[src/rtl/xpt_pkg.sv]
`timescale 1ns/1ps
package xpt_pkg;
  localparam int N_OUT  = 17;
  localparam int N_IN   = 33;
  localparam int SEL_W  = 6;
  localparam int ADDR_W = 5;
  localparam int DATA_W = SEL_W + 1;
  localparam logic [ADDR_W-1:0] BCAST_A = ADDR_W'(N_OUT);
  localparam logic [SEL_W-1:0]  SEL_LIM = SEL_W'(N_IN);

  typedef struct packed {
    logic             en;
    logic [SEL_W-1:0] sel;
  } xcfg_t;

  typedef enum logic [2:0] {
    CMD_NONE,
    CMD_CLR,
    CMD_STAGE,
    CMD_THRU,
    CMD_READ,
    CMD_COMMIT
  } xcmd_t;
endpackage

[src/rtl/xpt_cmd_dec.sv]
`timescale 1ns/1ps
module xpt_cmd_dec
  import xpt_pkg::*;
(
  input  logic              cs_n,
  input  logic              we_n,
  input  logic              re_n,
  input  logic              upd_n,
  input  logic              clr_n,
  input  logic [ADDR_W-1:0] addr,
  input  xcfg_t             wdata,
  output logic              clr_act,
  output logic              upd_all,
  output logic              rd_req,
  output logic [N_OUT-1:0]  stage_we,
  output logic [N_OUT-1:0]  act_we
);
  xcmd_t cmd;
  logic  wr_ok;

  // Strobe priority: clear, then select, then write, then read/commit.
  always_comb begin
    cmd = CMD_NONE;
    if (!clr_n) begin
      cmd = CMD_CLR;
    end else if (!cs_n) begin
      if (!we_n)                 cmd = upd_n ? CMD_STAGE : CMD_THRU;
      else if (!re_n && upd_n)   cmd = CMD_READ;
      else if (re_n && !upd_n)   cmd = CMD_COMMIT;
    end
  end

  assign wr_ok   = (addr <= BCAST_A) && (wdata.sel < SEL_LIM);
  assign clr_act = (cmd == CMD_CLR);
  assign upd_all = (cmd == CMD_COMMIT);
  assign rd_req  = (cmd == CMD_READ);

  for (genvar o = 0; o < N_OUT; o++) begin : g_hit
    logic hit;
    assign hit         = wr_ok && ((addr == ADDR_W'(o)) || (addr == BCAST_A));
    assign stage_we[o] = hit && ((cmd == CMD_STAGE) || (cmd == CMD_THRU));
    assign act_we[o]   = hit && (cmd == CMD_THRU);
  end
endmodule

[src/rtl/xpt_out_cell.sv]
`timescale 1ns/1ps
module xpt_out_cell
  import xpt_pkg::*;
(
  input  logic  clk,
  input  logic  rst_n,
  input  logic  stage_we,
  input  logic  act_we,
  input  logic  upd_all,
  input  logic  clr_act,
  input  xcfg_t wdata,
  output xcfg_t act_q
);
  xcfg_t stage_q, stage_d, act_d;
  logic  stage_en, act_en;

  assign stage_en = stage_we;
  assign act_en   = clr_act | act_we | upd_all;

  always_comb begin
    stage_d = wdata;
    act_d   = act_q;
    if (clr_act)      act_d.en = 1'b0;
    else if (act_we)  act_d    = wdata;
    else if (upd_all) act_d    = stage_q;
  end

  always_ff @(posedge clk or negedge rst_n) begin
    if (!rst_n) begin
      stage_q <= '0;
      act_q   <= '0;
    end else begin
      if (stage_en) stage_q <= stage_d;
      if (act_en)   act_q   <= act_d;
    end
  end
endmodule

[src/rtl/xpt_rd_reg.sv]
`timescale 1ns/1ps
module xpt_rd_reg
  import xpt_pkg::*;
(
  input  logic              clk,
  input  logic              rst_n,
  input  logic              rd_req,
  input  logic [ADDR_W-1:0] addr,
  input  xcfg_t [N_OUT-1:0] act_all,
  output logic [DATA_W-1:0] data_out,
  output logic              data_oe
);
  logic [DATA_W-1:0] rd_d;

  always_comb begin
    rd_d = '0;
    if (rd_req) begin
      for (int o = 0; o < N_OUT; o++) begin
        if (addr == ADDR_W'(o)) rd_d = act_all[o];
      end
    end
  end

  always_ff @(posedge clk or negedge rst_n) begin
    if (!rst_n) begin
      data_out <= '0;
      data_oe  <= 1'b0;
    end else begin
      data_out <= rd_d;
      data_oe  <= rd_req;
    end
  end
endmodule

[src/rtl/xpt_cfg_bank.sv]
`timescale 1ns/1ps
module xpt_cfg_bank
  import xpt_pkg::*;
(
  input  logic                    clk,
  input  logic                    rst_n,
  input  logic                    cs_n,
  input  logic                    we_n,
  input  logic                    re_n,
  input  logic                    upd_n,
  input  logic                    clr_n,
  input  logic [ADDR_W-1:0]       addr,
  input  logic [DATA_W-1:0]       data_in,
  output logic [DATA_W-1:0]       data_out,
  output logic                    data_oe,
  output logic [N_OUT*SEL_W-1:0]  out_sel,
  output logic [N_OUT-1:0]        out_en
);
  xcfg_t              wdata;
  xcfg_t [N_OUT-1:0]  act_all;
  logic               clr_act, upd_all, rd_req;
  logic [N_OUT-1:0]   stage_we, act_we;

  assign wdata = xcfg_t'(data_in);

  xpt_cmd_dec u_dec (
    .cs_n     (cs_n),
    .we_n     (we_n),
    .re_n     (re_n),
    .upd_n    (upd_n),
    .clr_n    (clr_n),
    .addr     (addr),
    .wdata    (wdata),
    .clr_act  (clr_act),
    .upd_all  (upd_all),
    .rd_req   (rd_req),
    .stage_we (stage_we),
    .act_we   (act_we)
  );

  for (genvar o = 0; o < N_OUT; o++) begin : g_out
    xpt_out_cell u_cell (
      .clk      (clk),
      .rst_n    (rst_n),
      .stage_we (stage_we[o]),
      .act_we   (act_we[o]),
      .upd_all  (upd_all),
      .clr_act  (clr_act),
      .wdata    (wdata),
      .act_q    (act_all[o])
    );
    assign out_sel[o*SEL_W +: SEL_W] = act_all[o].sel;
    assign out_en[o]                 = act_all[o].en;
  end

  xpt_rd_reg u_rd (
    .clk      (clk),
    .rst_n    (rst_n),
    .rd_req   (rd_req),
    .addr     (addr),
    .act_all  (act_all),
    .data_out (data_out),
    .data_oe  (data_oe)
  );
endmodule

[config.mk]
export PLATFORM = sky130hd
export DESIGN_NAME = xpt_cfg_bank
export DESIGN_NICKNAME = d
export VERILOG_FILES = /design/src/rtl/xpt_pkg.sv /design/src/rtl/xpt_cmd_dec.sv /design/src/rtl/xpt_out_cell.sv /design/src/rtl/xpt_rd_reg.sv /design/src/rtl/xpt_cfg_bank.sv
export SDC_FILE = /design/constraint.sdc
export NUM_CORES = 1
export LEC_CHECK = 0
export BUFFER_PORTS_ARGS = -buffer_cell sky130_fd_sc_hd__buf_2
export CAP_MARGIN = 10
export CORE_ASPECT_RATIO = 0.7
export CORE_MARGIN = 1.5
export CORE_UTILIZATION = 49
export CTS_BUF_LIST = sky130_fd_sc_hd__clkbuf_16
export DETAILED_ROUTE_END_ITERATION = 8
export PLACE_DENSITY = 0.81
export SLEW_MARGIN = 20
export SYNTH_ARGS = -nofsm -noshare
export SYNTH_HDL_FRONTEND = slang
export SYNTH_SLANG_ARGS = --single-unit
[constraint.sdc]
create_clock -name clk -period 3.5 [get_ports clk]
set_input_delay 0.7 -clock clk [delete_from_list [all_inputs] [get_ports clk]]
set_output_delay 0.7 -clock clk [all_outputs]
set_load 0.01 [all_outputs]
==> results of run 1 <==
-- cell type report --
class	instances	area [µm²]	area share
sequential	246	6156	0.4458
multi-input combinational	815	5226	0.3785
timing repair buffer	199	1191	0.08626
clock buffer	25	625.6	0.04531
tap	318	397.9	0.02881
clock inverter	19	181.4	0.01314
inverter	8	30.03	0.002175
-- registers in the layout, summed over array words and instances, names as in the netlist --
signal	cells
u_rd.data_oe	1
g_out.u_cell.stage_q	119
u_rd.data_out	7
g_out.u_cell.act_q	119
-- worst paths after layout --
path	slack, ns	endpoint	from
min reg2reg	0.49	g_out[16].u_cell.stage_q[4]	g_out[16].u_cell.stage_q[4]
min in group clk	0.49	g_out[16].u_cell.stage_q[4]	g_out[16].u_cell.stage_q[4]
min	0.26	g_out[1].u_cell.stage_q[5]	rst_n
max in group asynchronous	2.44	g_out[4].u_cell.stage_q[1]	rst_n
max reg2reg	1.41	u_rd.data_out[6]	g_out[1].u_cell.act_q[6]
max	0.93	g_out[4].u_cell.act_q[5]	addr[2]
-- cells by family (layout without fill, tap and decap cells) --
kind of cell / count (synthesis) / in the layout / synth area share
flops: 246 / 246 / 0.5225
simple gates: 383 / 383 / 0.1474
mux: 144 / 144 / 0.1358
xor+xnor: 1 / 1 / 0.0007435
buf+inv: 104 / 251 / 0.03462
fa+ha+maj: 1 / 1 / 0.001062
compound gates: 286 / 286 / 0.1579
-- stage by stage --
step	hold slack, ns	utilization	area [µm²]
2_1_floorplan	0.4044	-	11780
3_3_place_gp	0.4578	0.5500	13000
3_5_place_dp	0.4643	0.5500	13000
4_1_cts	0.2832	0.5841	13810
5_1_grt	0.3035	0.5841	13810
6_report	0.2568	0.5841	13810
-- synth_stat cells, drive strengths merged, types with 3 or more instances --
cell type    n
o211ai       9
a31oi       28
o21ai       35
mux2       117
o22ai       81
and3         7
nand2b       8
nand2      131
o32a         3
inv          7
dfrtp      246
buf         24
a211o        4
nor4         4
or3          3
nand3       17
clkbuf      72
nor2b       16
a2bb2oi     12
a22oi        6
mux2i       26
nor3b        4
o31ai        3
nand3b       3
o221ai       4
a211oi       6
nor3        20
nand4        6
a21oi       65
or3b         4
and2         5
or2          4
nor2       143
-- worst register-to-register path: stages (launching register included) --
cell and delay [ns]:
sky130_fd_sc_hd__dfrtp_1 0.43, sky130_fd_sc_hd__mux2_2 0.30, sky130_fd_sc_hd__a32o_1 0.26, sky130_fd_sc_hd__a311oi_1 0.33, sky130_fd_sc_hd__o22ai_1 0.14, sky130_fd_sc_hd__a2111oi_0 0.44
sky130_fd_sc_hd__nor2_1 0.07
-- metal layers --
metal	share of wire	GRT usage
met5	0.00028	0
met4	0.022	0.06966
met3	0.13	0.09629
met1	0.44	0.4867
met2	0.41	0.4389
-- cell usage in the layout (no fill, tap or decap), types with 4 or more instances in the layout --
master	synthesis	layout
sky130_fd_sc_hd__dfrtp_1	246	246
sky130_fd_sc_hd__buf_2	11	144
sky130_fd_sc_hd__nor2_1	141	140
sky130_fd_sc_hd__nand2_1	129	129
sky130_fd_sc_hd__o22ai_1	81	81
sky130_fd_sc_hd__mux2_1	70	70
sky130_fd_sc_hd__a21oi_1	64	64
sky130_fd_sc_hd__buf_4	1	50
sky130_fd_sc_hd__mux2_2	47	47
sky130_fd_sc_hd__o21ai_0	30	30
sky130_fd_sc_hd__a31oi_1	28	28
sky130_fd_sc_hd__mux2i_1	26	26
sky130_fd_sc_hd__clkbuf_16	0	25
sky130_fd_sc_hd__nor3_1	20	20
sky130_fd_sc_hd__inv_1	7	17
sky130_fd_sc_hd__nand3_1	17	17
sky130_fd_sc_hd__nor2b_1	16	16
sky130_fd_sc_hd__a2bb2oi_1	12	12
sky130_fd_sc_hd__o211ai_1	9	9
sky130_fd_sc_hd__nand2b_1	8	8
sky130_fd_sc_hd__and3_1	7	7
sky130_fd_sc_hd__nand4_1	6	6
sky130_fd_sc_hd__a22oi_1	6	6
sky130_fd_sc_hd__a211oi_1	6	6
sky130_fd_sc_hd__and2_1	5	5
sky130_fd_sc_hd__o21ai_1	5	5
sky130_fd_sc_hd__o221ai_1	4	4
sky130_fd_sc_hd__nor3b_1	4	4
sky130_fd_sc_hd__a211o_1	4	4
sky130_fd_sc_hd__clkinv_2	0	4
sky130_fd_sc_hd__bufinv_16	0	4
sky130_fd_sc_hd__buf_12	0	4
-- power by group --
part,internal [W],switching (W)
Combinational,0.000499,0.000711
Clock,0.00158,0.00110
Sequential,0.00318,0.000424
==> flow_results.xml, run 1 <==
<?xml version="1.0" encoding="UTF-8"?>
<metrics>
  <group name="outcome">
    <metric name="status" unit="">finished clean</metric>
  </group>
  <group name="logic_synthesis">
    <metric name="yosys_top_cell_by_area" unit="">sky130_fd_sc_hd__dfrtp_1</metric>
    <metric name="ys_warn_count" unit="">0</metric>
    <metric name="synthFlopType" unit="">sky130_fd_sc_hd__dfrtp_1</metric>
    <metric name="synth.top_cell.area_share" unit="">0.5225</metric>
    <metric name="ys_seq_elements" unit="">246</metric>
    <metric name="post_synth_instance_area" unit="µm²">11780</metric>
    <metric name="synth.distinct_cells" unit="">74</metric>
    <metric name="synthesis.nets" unit="">1185</metric>
    <metric name="number_of_flops_mapped_to_enable_cells_by_yosys" unit="">0</metric>
    <metric name="mapped_cells" unit="">1165</metric>
    <metric name="sequential_to_total_area_share_from_yosys_stat" unit="">0.5225</metric>
    <metric name="syn_avg_cell_area" unit="µm²">10.11</metric>
    <metric name="netlist_top_cells_area" unit="">sky130_fd_sc_hd__dfrtp_1 (52%), sky130_fd_sc_hd__mux2_1 (6.7%), sky130_fd_sc_hd__mux2_2 (4.5%)</metric>
    <metric name="ys_async_sr_fraction" unit="">1.000</metric>
  </group>
  <group name="power">
    <metric name="irDropWorstVdd" unit="mV">0.3885</metric>
    <metric name="powerDensity" unit="nW/µm²">542.7</metric>
    <metric name="power_leakage" unit="nW">6.713</metric>
    <metric name="p_total" unit="W">0.007493</metric>
  </group>
  <group name="critical_path">
    <metric name="timing.critical_path.slowest_stage_cell" unit="">sky130_fd_sc_hd__or3b_2</metric>
    <metric name="worst_r2r_path_depth" unit="">6</metric>
    <metric name="timing.critical_path.fanout_max" unit="">19</metric>
    <metric name="timing.critical_path.max_delay_family" unit="">simple AND/OR/NAND/NOR gates</metric>
    <metric name="endpoint_class_of_the_critical_path" unit="">register</metric>
    <metric name="cp_cell_sequence" unit="">buf_2 &gt; buf_4 &gt; or3b_2 &gt; a211oi_1 &gt; nand4_1 &gt; nand2_1 &gt; nor2_1 &gt; nor2_1</metric>
    <metric name="cp_num_buf_inv" unit="">2</metric>
    <metric name="critical_path_class" unit="">primary input to register</metric>
    <metric name="worst_path_largest_cell_delay" unit="ns">0.46</metric>
    <metric name="setup.worst_path.start_class" unit="">primary input</metric>
    <metric name="path_common_cell" unit="">sky130_fd_sc_hd__nor2_1</metric>
    <metric name="critPathRequiredTime" unit="ns">3.95</metric>
    <metric name="cp.arrival" unit="ns">3.02</metric>
    <metric name="crit_cells" unit="">8</metric>
  </group>
  <group name="cts">
    <metric name="cts-root-buf" unit="">sky130_fd_sc_hd__clkbuf_16</metric>
    <metric name="cts.hold.buffers_added" unit="">0</metric>
    <metric name="resized_after_cts" unit="">0</metric>
    <metric name="setup_buffers_after_cts" unit="">0</metric>
    <metric name="clkTransAtPathRegs" unit="ns">0.06</metric>
    <metric name="clock_sinks" unit="">246</metric>
    <metric name="clock_latency" unit="ns">0.52</metric>
    <metric name="cts_buffers" unit="">25</metric>
    <metric name="cts_htree_levels" unit="">1</metric>
    <metric name="clock_tree_from_tritoncts" unit="">yes</metric>
    <metric name="cts_max_path_buffers" unit="">3</metric>
  </group>
  <group name="global_routing">
    <metric name="grt_start_max_net_pins" unit="">102</metric>
    <metric name="globalRouteOverflowTotal" unit="">0</metric>
    <metric name="grt_pass1_wl" unit="mm">60.47</metric>
    <metric name="antenna_found_initial" unit="">2</metric>
    <metric name="global_router_s_overall_resource_usage" unit="">0.3174</metric>
    <metric name="grt_pass1_vias" unit="">9858</metric>
  </group>
  <group name="sta">
    <metric name="fin_tns_setup" unit="ns">0</metric>
    <metric name="setup_viol_count_final" unit="">0</metric>
    <metric name="tightestPinTransition" unit="ns">0.8954</metric>
    <metric name="worst_clock_skew" unit="ns">0.01184</metric>
    <metric name="finalCriticalPeriod" unit="ns">2.569</metric>
    <metric name="report.final.slew_viol_count" unit="">0</metric>
    <metric name="layout_worst_path_cycle_share" unit="">0.7340</metric>
    <metric name="setup_repair_after_global_routing_missed_its_margin" unit="">false</metric>
    <metric name="timing.fmax" unit="GHz">0.3893</metric>
    <metric name="finalHoldViolCount" unit="">0</metric>
    <metric name="final.setup.worst_slack" unit="ns">0.9311</metric>
    <metric name="slew_headroom" unit="">0.4016</metric>
  </group>
  <group name="finish">
    <metric name="num-fill-cells" unit="">2009</metric>
    <metric name="instances_no_fill" unit="">1630</metric>
    <metric name="finish.net_count" unit="">1315</metric>
    <metric name="insertedDiodeCount" unit="">0</metric>
    <metric name="syn2layout_area_growth" unit="%">17.19</metric>
    <metric name="drive_above_1_share" unit="">0.2264</metric>
  </group>
  <group name="detailed_routing">
    <metric name="first_iter_violations" unit="">1141</metric>
    <metric name="routed_length_per_instance" unit="µm">24.30</metric>
    <metric name="num_vias" unit="">10427</metric>
    <metric name="firstDrtPassIters" unit="">6</metric>
    <metric name="drc" unit="">0</metric>
    <metric name="routed_wirelength" unit="mm">39.61</metric>
    <metric name="antenna_left" unit="">0</metric>
    <metric name="drt-vias-per-instance" unit="">6.397</metric>
  </group>
  <group name="die">
    <metric name="die_height" unit="µm">132.7</metric>
    <metric name="core-area" unit="µm²">23640</metric>
    <metric name="row_count" unit="">47</metric>
    <metric name="die_width" unit="µm">188.3</metric>
    <metric name="boundaryPins" unit="">146</metric>
    <metric name="floorplan.die_area" unit="µm²">25000</metric>
    <metric name="starting_utilization_of_the_core_area" unit="">0.4984</metric>
  </group>
  <group name="hold_path">
    <metric name="worst_hold_path_type" unit="">primary input to async pin</metric>
  </group>
  <group name="place">
    <metric name="post-place-ws" unit="ns">0.4759</metric>
    <metric name="detailedPlacementHpwl" unit="mm">27.96</metric>
    <metric name="gp_routability_congestion" unit="">0.9838</metric>
    <metric name="dpl.cell_count" unit="">1586</metric>
    <metric name="place.port_buffers" unit="">145</metric>
  </group>
  <group name="flow_run">
    <metric name="max-cap-violations" unit="">0</metric>
  </group>
</metrics>
Power figures use the tool's default switching activity.
==> run 2, diff against run 1 <==
- clock period: 3.5 -> 2.65 ns (I/O delays scaled with it)
==> flow_results.xml, run 2 (synthesized netlist as in run 1, its figures left out) <==
<?xml version="1.0" encoding="UTF-8"?>
<metrics>
  <group name="outcome">
    <metric name="status" unit="">finished, violations left</metric>
    <metric name="violated_checks" unit="">hold timing</metric>
  </group>
  <group name="global_routing">
    <metric name="globalRouteOverflowTotal" unit="">0</metric>
    <metric name="antenna_found_initial" unit="">0</metric>
    <metric name="global_router_s_overall_resource_usage" unit="">0.3219</metric>
    <metric name="grt_pass1_wl" unit="mm">61.18</metric>
    <metric name="grt_pass1_vias" unit="">9784</metric>
    <metric name="grt_start_max_net_pins" unit="">79</metric>
  </group>
  <group name="finish">
    <metric name="final_common_cell" unit="">sky130_fd_sc_hd__dfrtp_1</metric>
    <metric name="biggestRegsByFlops" unit="">g_out.u_cell.act_q: 119 flops, g_out.u_cell.stage_q: 119 flops, u_rd.data_out: 7 flops</metric>
    <metric name="layout_common_cells" unit="">sky130_fd_sc_hd__dfrtp_1 (246), sky130_fd_sc_hd__buf_2 (144), sky130_fd_sc_hd__nor2_1 (140)</metric>
    <metric name="insertedDiodeCount" unit="">0</metric>
    <metric name="drive_above_1_share" unit="">0.2467</metric>
    <metric name="layout.area.seq" unit="µm²">6156</metric>
    <metric name="postLayoutCoreUtil" unit="">0.5981</metric>
    <metric name="finish.net_count" unit="">1352</metric>
    <metric name="syn2layout_area_growth" unit="%">20.00</metric>
    <metric name="num-fill-cells" unit="">1995</metric>
    <metric name="multi_input_comb_area" unit="µm²">5226</metric>
  </group>
  <group name="cts">
    <metric name="cts-root-buf" unit="">sky130_fd_sc_hd__clkbuf_16</metric>
    <metric name="clock_sinks" unit="">246</metric>
    <metric name="cts_max_path_buffers" unit="">3</metric>
    <metric name="cts.hold.buffers_added" unit="">0</metric>
    <metric name="clock_latency" unit="ns">0.53</metric>
    <metric name="cts_htree_levels" unit="">1</metric>
    <metric name="setup_buffers_after_cts" unit="">0</metric>
    <metric name="clock_tree_from_tritoncts" unit="">yes</metric>
    <metric name="resized_after_cts" unit="">0</metric>
    <metric name="cts_buffers" unit="">24</metric>
    <metric name="clkTransAtPathRegs" unit="ns">0.06</metric>
  </group>
  <group name="sta">
    <metric name="worst_clock_skew" unit="ns">0.008208</metric>
    <metric name="finalHoldViolCount" unit="">2</metric>
    <metric name="report.final.slew_viol_count" unit="">0</metric>
    <metric name="layout_worst_path_cycle_share" unit="">0.8230</metric>
    <metric name="setup_viol_count_final" unit="">0</metric>
    <metric name="setup_repair_after_global_routing_missed_its_margin" unit="">false</metric>
    <metric name="finalCriticalPeriod" unit="ns">2.181</metric>
    <metric name="timing.fmax" unit="GHz">0.4585</metric>
    <metric name="whs" unit="ns">-0.01629</metric>
    <metric name="slew_headroom" unit="">0.5709</metric>
    <metric name="tightestPinTransition" unit="ns">0.6437</metric>
  </group>
  <group name="detailed_routing">
    <metric name="met2RoutedLength" unit="mm">16.77</metric>
    <metric name="first_iter_violations" unit="">1443</metric>
    <metric name="num_vias" unit="">10486</metric>
    <metric name="antenna_left" unit="">0</metric>
    <metric name="routed_length_per_instance" unit="µm">24.14</metric>
    <metric name="wirelength_met1" unit="mm">17.81</metric>
    <metric name="routed_wirelength" unit="mm">40.27</metric>
    <metric name="firstDrtPassIters" unit="">8</metric>
    <metric name="drc" unit="">0</metric>
    <metric name="met3_wirelength" unit="mm">4.780</metric>
    <metric name="drt-vias-per-instance" unit="">6.287</metric>
    <metric name="highest_layer" unit="">met4</metric>
  </group>
  <group name="die">
    <metric name="floorplan.die_area" unit="µm²">25000</metric>
    <metric name="die_width" unit="µm">188.3</metric>
    <metric name="boundaryPins" unit="">146</metric>
    <metric name="die_height" unit="µm">132.7</metric>
    <metric name="row_count" unit="">47</metric>
    <metric name="starting_utilization_of_the_core_area" unit="">0.4984</metric>
    <metric name="core-area" unit="µm²">23640</metric>
  </group>
  <group name="critical_path">
    <metric name="timing.critical_path.fanout_max" unit="">23</metric>
    <metric name="critical_path_class" unit="">primary input to register</metric>
    <metric name="timing.critical_path.slowest_stage_cell" unit="">sky130_fd_sc_hd__or3b_2</metric>
    <metric name="path_common_cell" unit="">sky130_fd_sc_hd__nor2_1</metric>
    <metric name="critPathRequiredTime" unit="ns">3.11</metric>
    <metric name="endpoint_class_of_the_critical_path" unit="">register</metric>
    <metric name="timing.critical_path.max_delay_family" unit="">simple AND/OR/NAND/NOR gates</metric>
    <metric name="worst_path_largest_cell_delay" unit="ns">0.45</metric>
    <metric name="cp_num_buf_inv" unit="">2</metric>
    <metric name="setup.worst_path.start_class" unit="">primary input</metric>
    <metric name="cp_cell_sequence" unit="">buf_2 &gt; buf_12 &gt; or3b_2 &gt; a211oi_1 &gt; nand4_1 &gt; nand2_1 &gt; nor2_1 &gt; nor2_1</metric>
    <metric name="cp.arrival" unit="ns">2.64</metric>
  </group>
  <group name="power">
    <metric name="comb_power_share" unit="">0.170</metric>
    <metric name="power_frac_clock" unit="">0.339</metric>
    <metric name="p_int" unit="W">0.006700</metric>
    <metric name="power.net_switching" unit="W">0.002954</metric>
    <metric name="p_sw_frac" unit="">0.3060</metric>
    <metric name="power_leakage" unit="nW">6.882</metric>
    <metric name="power_frac_seq" unit="">0.492</metric>
    <metric name="irDropWorstVdd" unit="mV">0.5265</metric>
    <metric name="powerDensity" unit="nW/µm²">682.9</metric>
  </group>
  <group name="place">
    <metric name="place.port_buffers" unit="">145</metric>
    <metric name="detailedPlacementHpwl" unit="mm">28.85</metric>
    <metric name="gp_routability_congestion" unit="">1.023</metric>
  </group>
  <group name="flow_run">
    <metric name="max-cap-violations" unit="">0</metric>
  </group>
  <group name="hold_path">
    <metric name="worst_hold_path_type" unit="">primary input to async pin</metric>
  </group>
</metrics>
## run 2: cell types whose count changed in the layout (fill, tap and decap cells not counted)
cell | before | now
sky130_fd_sc_hd__buf_4 | 50 | 79
sky130_fd_sc_hd__buf_12 | 4 | 13
sky130_fd_sc_hd__clkinv_1 | 2 | 9
sky130_fd_sc_hd__inv_1 | 17 | 12
sky130_fd_sc_hd__bufinv_16 | 4 | 1
sky130_fd_sc_hd__clkinv_2 | 4 | 2
sky130_fd_sc_hd__clkinv_4 | 0 | 2
sky130_fd_sc_hd__clkinvlp_4 | 0 | 1
## run 2: worst paths after layout
| check | startpoint | to | slack [ns] | cells past startpoint |
|---|---|---|---|---|
| max in group asynchronous | rst_n | g_out[5].u_cell.act_q[2] | 1.90 | 2 |
| hold / removal | rst_n | g_out[1].u_cell.act_q[1] | -0.02 | 1 |
| hold reg to reg | g_out[16].u_cell.stage_q[1] | g_out[16].u_cell.stage_q[1] | 0.49 | 2 |
| setup reg to reg | g_out[3].u_cell.act_q[6] | u_rd.data_out[6] | 0.57 | 6 |
| min in group clk | g_out[16].u_cell.stage_q[1] | g_out[16].u_cell.stage_q[1] | 0.49 | 2 |
| setup / recovery | addr[2] | g_out[4].u_cell.act_q[5] | 0.47 | 8 |
## run 2: area by class of cell
cell class | count | area share
clock buffers | 25 | 0.04425
repair buffers | 237 | 0.1124
multi-input cells | 815 | 0.3696
well taps | 318 | 0.02814
clock inverters | 19 | 0.008053
inverters | 8 | 0.002124
flip-flops and latches | 246 | 0.4354
## run 2: layer usage
layer	track usage	up-vias
li1	-	4540
met1	0.5031	5239
met2	0.4498	632
met3	0.07427	75
met4	0.07451	0
met5	0	-
## run 2: metrics by stage
stage / total power, W / TNS, ns / setup WS, ns / area, µm² / cells
2_1_floorplan: 0.005422 / 0 / 0.2539 / 11780 / 1165
3_3_place_gp: 0.006361 / 0 / 0.05812 / 13400 / 1624
3_5_place_dp: 0.006407 / -0.0008209 / -0.0008209 / 13400 / 1624
4_1_cts: 0.009656 / 0 / 0.5020 / 14140 / 1668
5_1_grt: 0.009998 / 0 / 0.2555 / 14140 / 1668
6_report: 0.009655 / 0 / 0.4690 / 14140 / 1668
## run 2: power by group through the flow
stage          Combinational, W  Clock (W)  Sequential, W
2_1_floorplan          0.000731          0        0.00469
3_3_place_gp            0.00159          0        0.00477
3_5_place_dp            0.00162          0        0.00479
4_1_cts                 0.00163    0.00330        0.00472
5_1_grt                 0.00178    0.00345        0.00478
6_report                0.00164    0.00327        0.00475
==> run 3, diff against run 2 <==
- PLACE_DENSITY: 0.81 -> 0.84
- clock period: 2.65 -> 1.85 ns (I/O delays scaled with it)
==> flow_results.xml, run 3 (synthesized netlist as in run 1, its figures left out) <==
<?xml version="1.0" encoding="UTF-8"?>
<metrics>
  <group name="outcome">
    <metric name="status" unit="">finished, violations left</metric>
    <metric name="violated_checks" unit="">setup timing</metric>
  </group>
  <group name="place">
    <metric name="post-place-ws" unit="ns">-0.4685</metric>
    <metric name="gp_routability_congestion" unit="">1.036</metric>
    <metric name="instance_area_after_placement" unit="µm²">14720</metric>
    <metric name="detailedPlacementHpwl" unit="mm">31.24</metric>
    <metric name="place.port_buffers" unit="">145</metric>
  </group>
  <group name="cts">
    <metric name="cts-root-buf" unit="">sky130_fd_sc_hd__clkbuf_16</metric>
    <metric name="clock_sinks" unit="">246</metric>
    <metric name="clock_latency" unit="ns">0.53</metric>
    <metric name="cts_max_path_buffers" unit="">3</metric>
    <metric name="cts_buffers" unit="">24</metric>
    <metric name="clock_tree_from_tritoncts" unit="">yes</metric>
    <metric name="clkTransAtPathRegs" unit="ns">0.06</metric>
    <metric name="setup_buffers_after_cts" unit="">0</metric>
    <metric name="cts_htree_levels" unit="">1</metric>
  </group>
  <group name="power">
    <metric name="power.net_switching" unit="W">0.004268</metric>
    <metric name="p_sw_frac" unit="">0.3014</metric>
    <metric name="power_leakage" unit="nW">7.830</metric>
    <metric name="power_frac_seq" unit="">0.479</metric>
    <metric name="comb_power_share" unit="">0.184</metric>
    <metric name="p_int" unit="W">0.009893</metric>
    <metric name="powerDensity" unit="nW/µm²">913.2</metric>
    <metric name="power_frac_clock" unit="">0.337</metric>
    <metric name="irDropWorstVdd" unit="mV">0.8415</metric>
  </group>
  <group name="die">
    <metric name="die_width" unit="µm">188.3</metric>
    <metric name="floorplan.die_area" unit="µm²">25000</metric>
    <metric name="boundaryPins" unit="">146</metric>
    <metric name="row_count" unit="">47</metric>
    <metric name="starting_utilization_of_the_core_area" unit="">0.4984</metric>
    <metric name="core-area" unit="µm²">23640</metric>
    <metric name="die_height" unit="µm">132.7</metric>
  </group>
  <group name="hold_path">
    <metric name="worst_hold_path_type" unit="">primary input to register</metric>
  </group>
  <group name="sta">
    <metric name="layout_worst_path_cycle_share" unit="">1.055</metric>
    <metric name="finalCriticalPeriod" unit="ns">1.951</metric>
    <metric name="setup_viol_count_final" unit="">1</metric>
    <metric name="report.final.slew_viol_count" unit="">0</metric>
    <metric name="final.setup.worst_slack" unit="ns">-0.1014</metric>
    <metric name="finalHoldViolCount" unit="">0</metric>
    <metric name="timing.fmax" unit="GHz">0.5125</metric>
    <metric name="setup_repair_after_global_routing_missed_its_margin" unit="">true</metric>
    <metric name="tightestPinTransition" unit="ns">0.5806</metric>
    <metric name="worst_clock_skew" unit="ns">0.007291</metric>
    <metric name="slew_headroom" unit="">0.6088</metric>
  </group>
  <group name="critical_path">
    <metric name="timing.critical_path.fanout_max" unit="">2</metric>
    <metric name="worst_path_largest_cell_delay" unit="ns">0.40</metric>
    <metric name="cp_cell_sequence" unit="">mux2_2 &gt; a32o_2 &gt; a311oi_2 &gt; o22ai_2 &gt; a2111oi_2 &gt; nor2_1</metric>
    <metric name="endpoint_class_of_the_critical_path" unit="">register</metric>
    <metric name="cp.arrival" unit="ns">2.34</metric>
    <metric name="setup.worst_path.start_class" unit="">register</metric>
    <metric name="critical_path_class" unit="">register to register</metric>
    <metric name="timing.critical_path.slowest_stage_cell" unit="">sky130_fd_sc_hd__dfrtp_1</metric>
    <metric name="critPathRequiredTime" unit="ns">2.23</metric>
  </group>
  <group name="global_routing">
    <metric name="grt_start_max_net_pins" unit="">53</metric>
    <metric name="grt_pass1_vias" unit="">10661</metric>
    <metric name="grt_pass1_wl" unit="mm">64.29</metric>
    <metric name="global_router_s_overall_resource_usage" unit="">0.3386</metric>
    <metric name="antenna_found_initial" unit="">1</metric>
    <metric name="globalRouteOverflowTotal" unit="">0</metric>
  </group>
  <group name="detailed_routing">
    <metric name="firstDrtPassIters" unit="">5</metric>
    <metric name="drt-vias-per-instance" unit="">6.128</metric>
    <metric name="routed_length_per_instance" unit="µm">23.64</metric>
    <metric name="antenna_left" unit="">0</metric>
    <metric name="first_iter_violations" unit="">971</metric>
    <metric name="num_vias" unit="">10895</metric>
    <metric name="drc" unit="">0</metric>
    <metric name="routed_wirelength" unit="mm">42.03</metric>
  </group>
  <group name="finish">
    <metric name="final_common_cell" unit="">sky130_fd_sc_hd__dfrtp_1</metric>
    <metric name="syn2layout_area_growth" unit="%">31.61</metric>
    <metric name="final_cell_area" unit="µm²">15510</metric>
    <metric name="drive_above_1_share" unit="">0.3548</metric>
    <metric name="biggestRegsByFlops" unit="">g_out.u_cell.act_q: 119 flops, g_out.u_cell.stage_q: 119 flops, u_rd.data_out: 7 flops</metric>
    <metric name="layout_common_cells" unit="">sky130_fd_sc_hd__dfrtp_1 (246), sky130_fd_sc_hd__buf_4 (184), sky130_fd_sc_hd__buf_2 (144)</metric>
    <metric name="insertedDiodeCount" unit="">0</metric>
    <metric name="finish.net_count" unit="">1464</metric>
  </group>
  <group name="flow_run">
    <metric name="max-cap-violations" unit="">0</metric>
  </group>
</metrics>
-- run 3: cell count changes in the layout (fill, tap and decap cells not counted), sizes merged --
cell / change
buf: +111
bufinv: +1
clkinv: -6
clkinvlp: -1
dlygate4sd3: +1
inv: +4
-- run 3: path summary, 6_finish.rpt --
kind	slack (ns)	end	start	cells after the start
min in group asynchronous	0.33	g_out[15].u_cell.stage_q[3]	rst_n	2
max in group asynchronous	0.92	g_out[1].u_cell.stage_q[1]	rst_n	3
setup reg to reg	-0.10	u_rd.data_out[6]	g_out[1].u_cell.act_q[6]	6
hold / removal	0.18	g_out[16].u_cell.stage_q[6]	data_in[6]	3
hold reg to reg	0.49	g_out[16].u_cell.stage_q[2]	g_out[16].u_cell.stage_q[2]	2
setup / recovery	-0.10	u_rd.data_out[6]	g_out[1].u_cell.act_q[6]	6
-- run 3: metrics by stage --
step	power, W	hold slack, ns	util	instances	setup TNS, ns
floorplan	0.007879	0.07441	-	1165	-52.01
global placement	0.009315	0.2690	0.6227	1735	-60.61
detailed placement	0.009413	0.2753	0.6227	1735	-70.21
CTS	0.01416	0.1639	0.6555	1778	-0.07096
global route	0.01470	0.1717	0.6560	1778	-0.1662
finish	0.01416	0.1799	0.6560	1778	-0.1014
-- run 3: timing repair --
action | 4_1_cts | 5_1_grt
endpoints found under the setup margin | 1 | 9
endpoints found under the hold margin | 27 | 0
pin swaps | 2 | 0
gates resized for setup | 3 | 3
hold buffers | 1 | 0
-- run 3: power by group through the flow --
stage / Sequential (W) / Combinational [W] / Clock, W
floorplan: 0.00672 / 0.00116 / 0
global placement: 0.00682 / 0.00250 / 0
detailed placement: 0.00684 / 0.00257 / 0
CTS: 0.00675 / 0.00259 / 0.00482
global route: 0.00683 / 0.00282 / 0.00506
finish: 0.00679 / 0.00260 / 0.00477
-- run 3: area by class of cell --
cell class,count,area (µm²)
clock inverters,17,125.1
well taps,318,397.9
inverters,8,31.28
flip-flops and latches,246,6156
multi-input cells,815,5664
repair buffers,349,2507
fillers,1836,8133
clock buffers,25,625.6
-- run 3: critical path, delay by kind of cell, from the launching register on --
family | cells | cell delay, ns
multiplexers | 1 | 0.28
AND/OR/NAND/NOR | 1 | 0.14
flip-flops | 1 | 0.40
AO/OA/AOI/OAI | 4 | 0.99
-- run 3: metal layers --
layer	track usage	up-vias	part of all wire
met1	0.4999	5434	0.43
met5	0	-	0
met2	0.5045	620	0.44
met4	0.08862	0	0.027
met3	0.07639	93	0.11
li1	-	4748	-
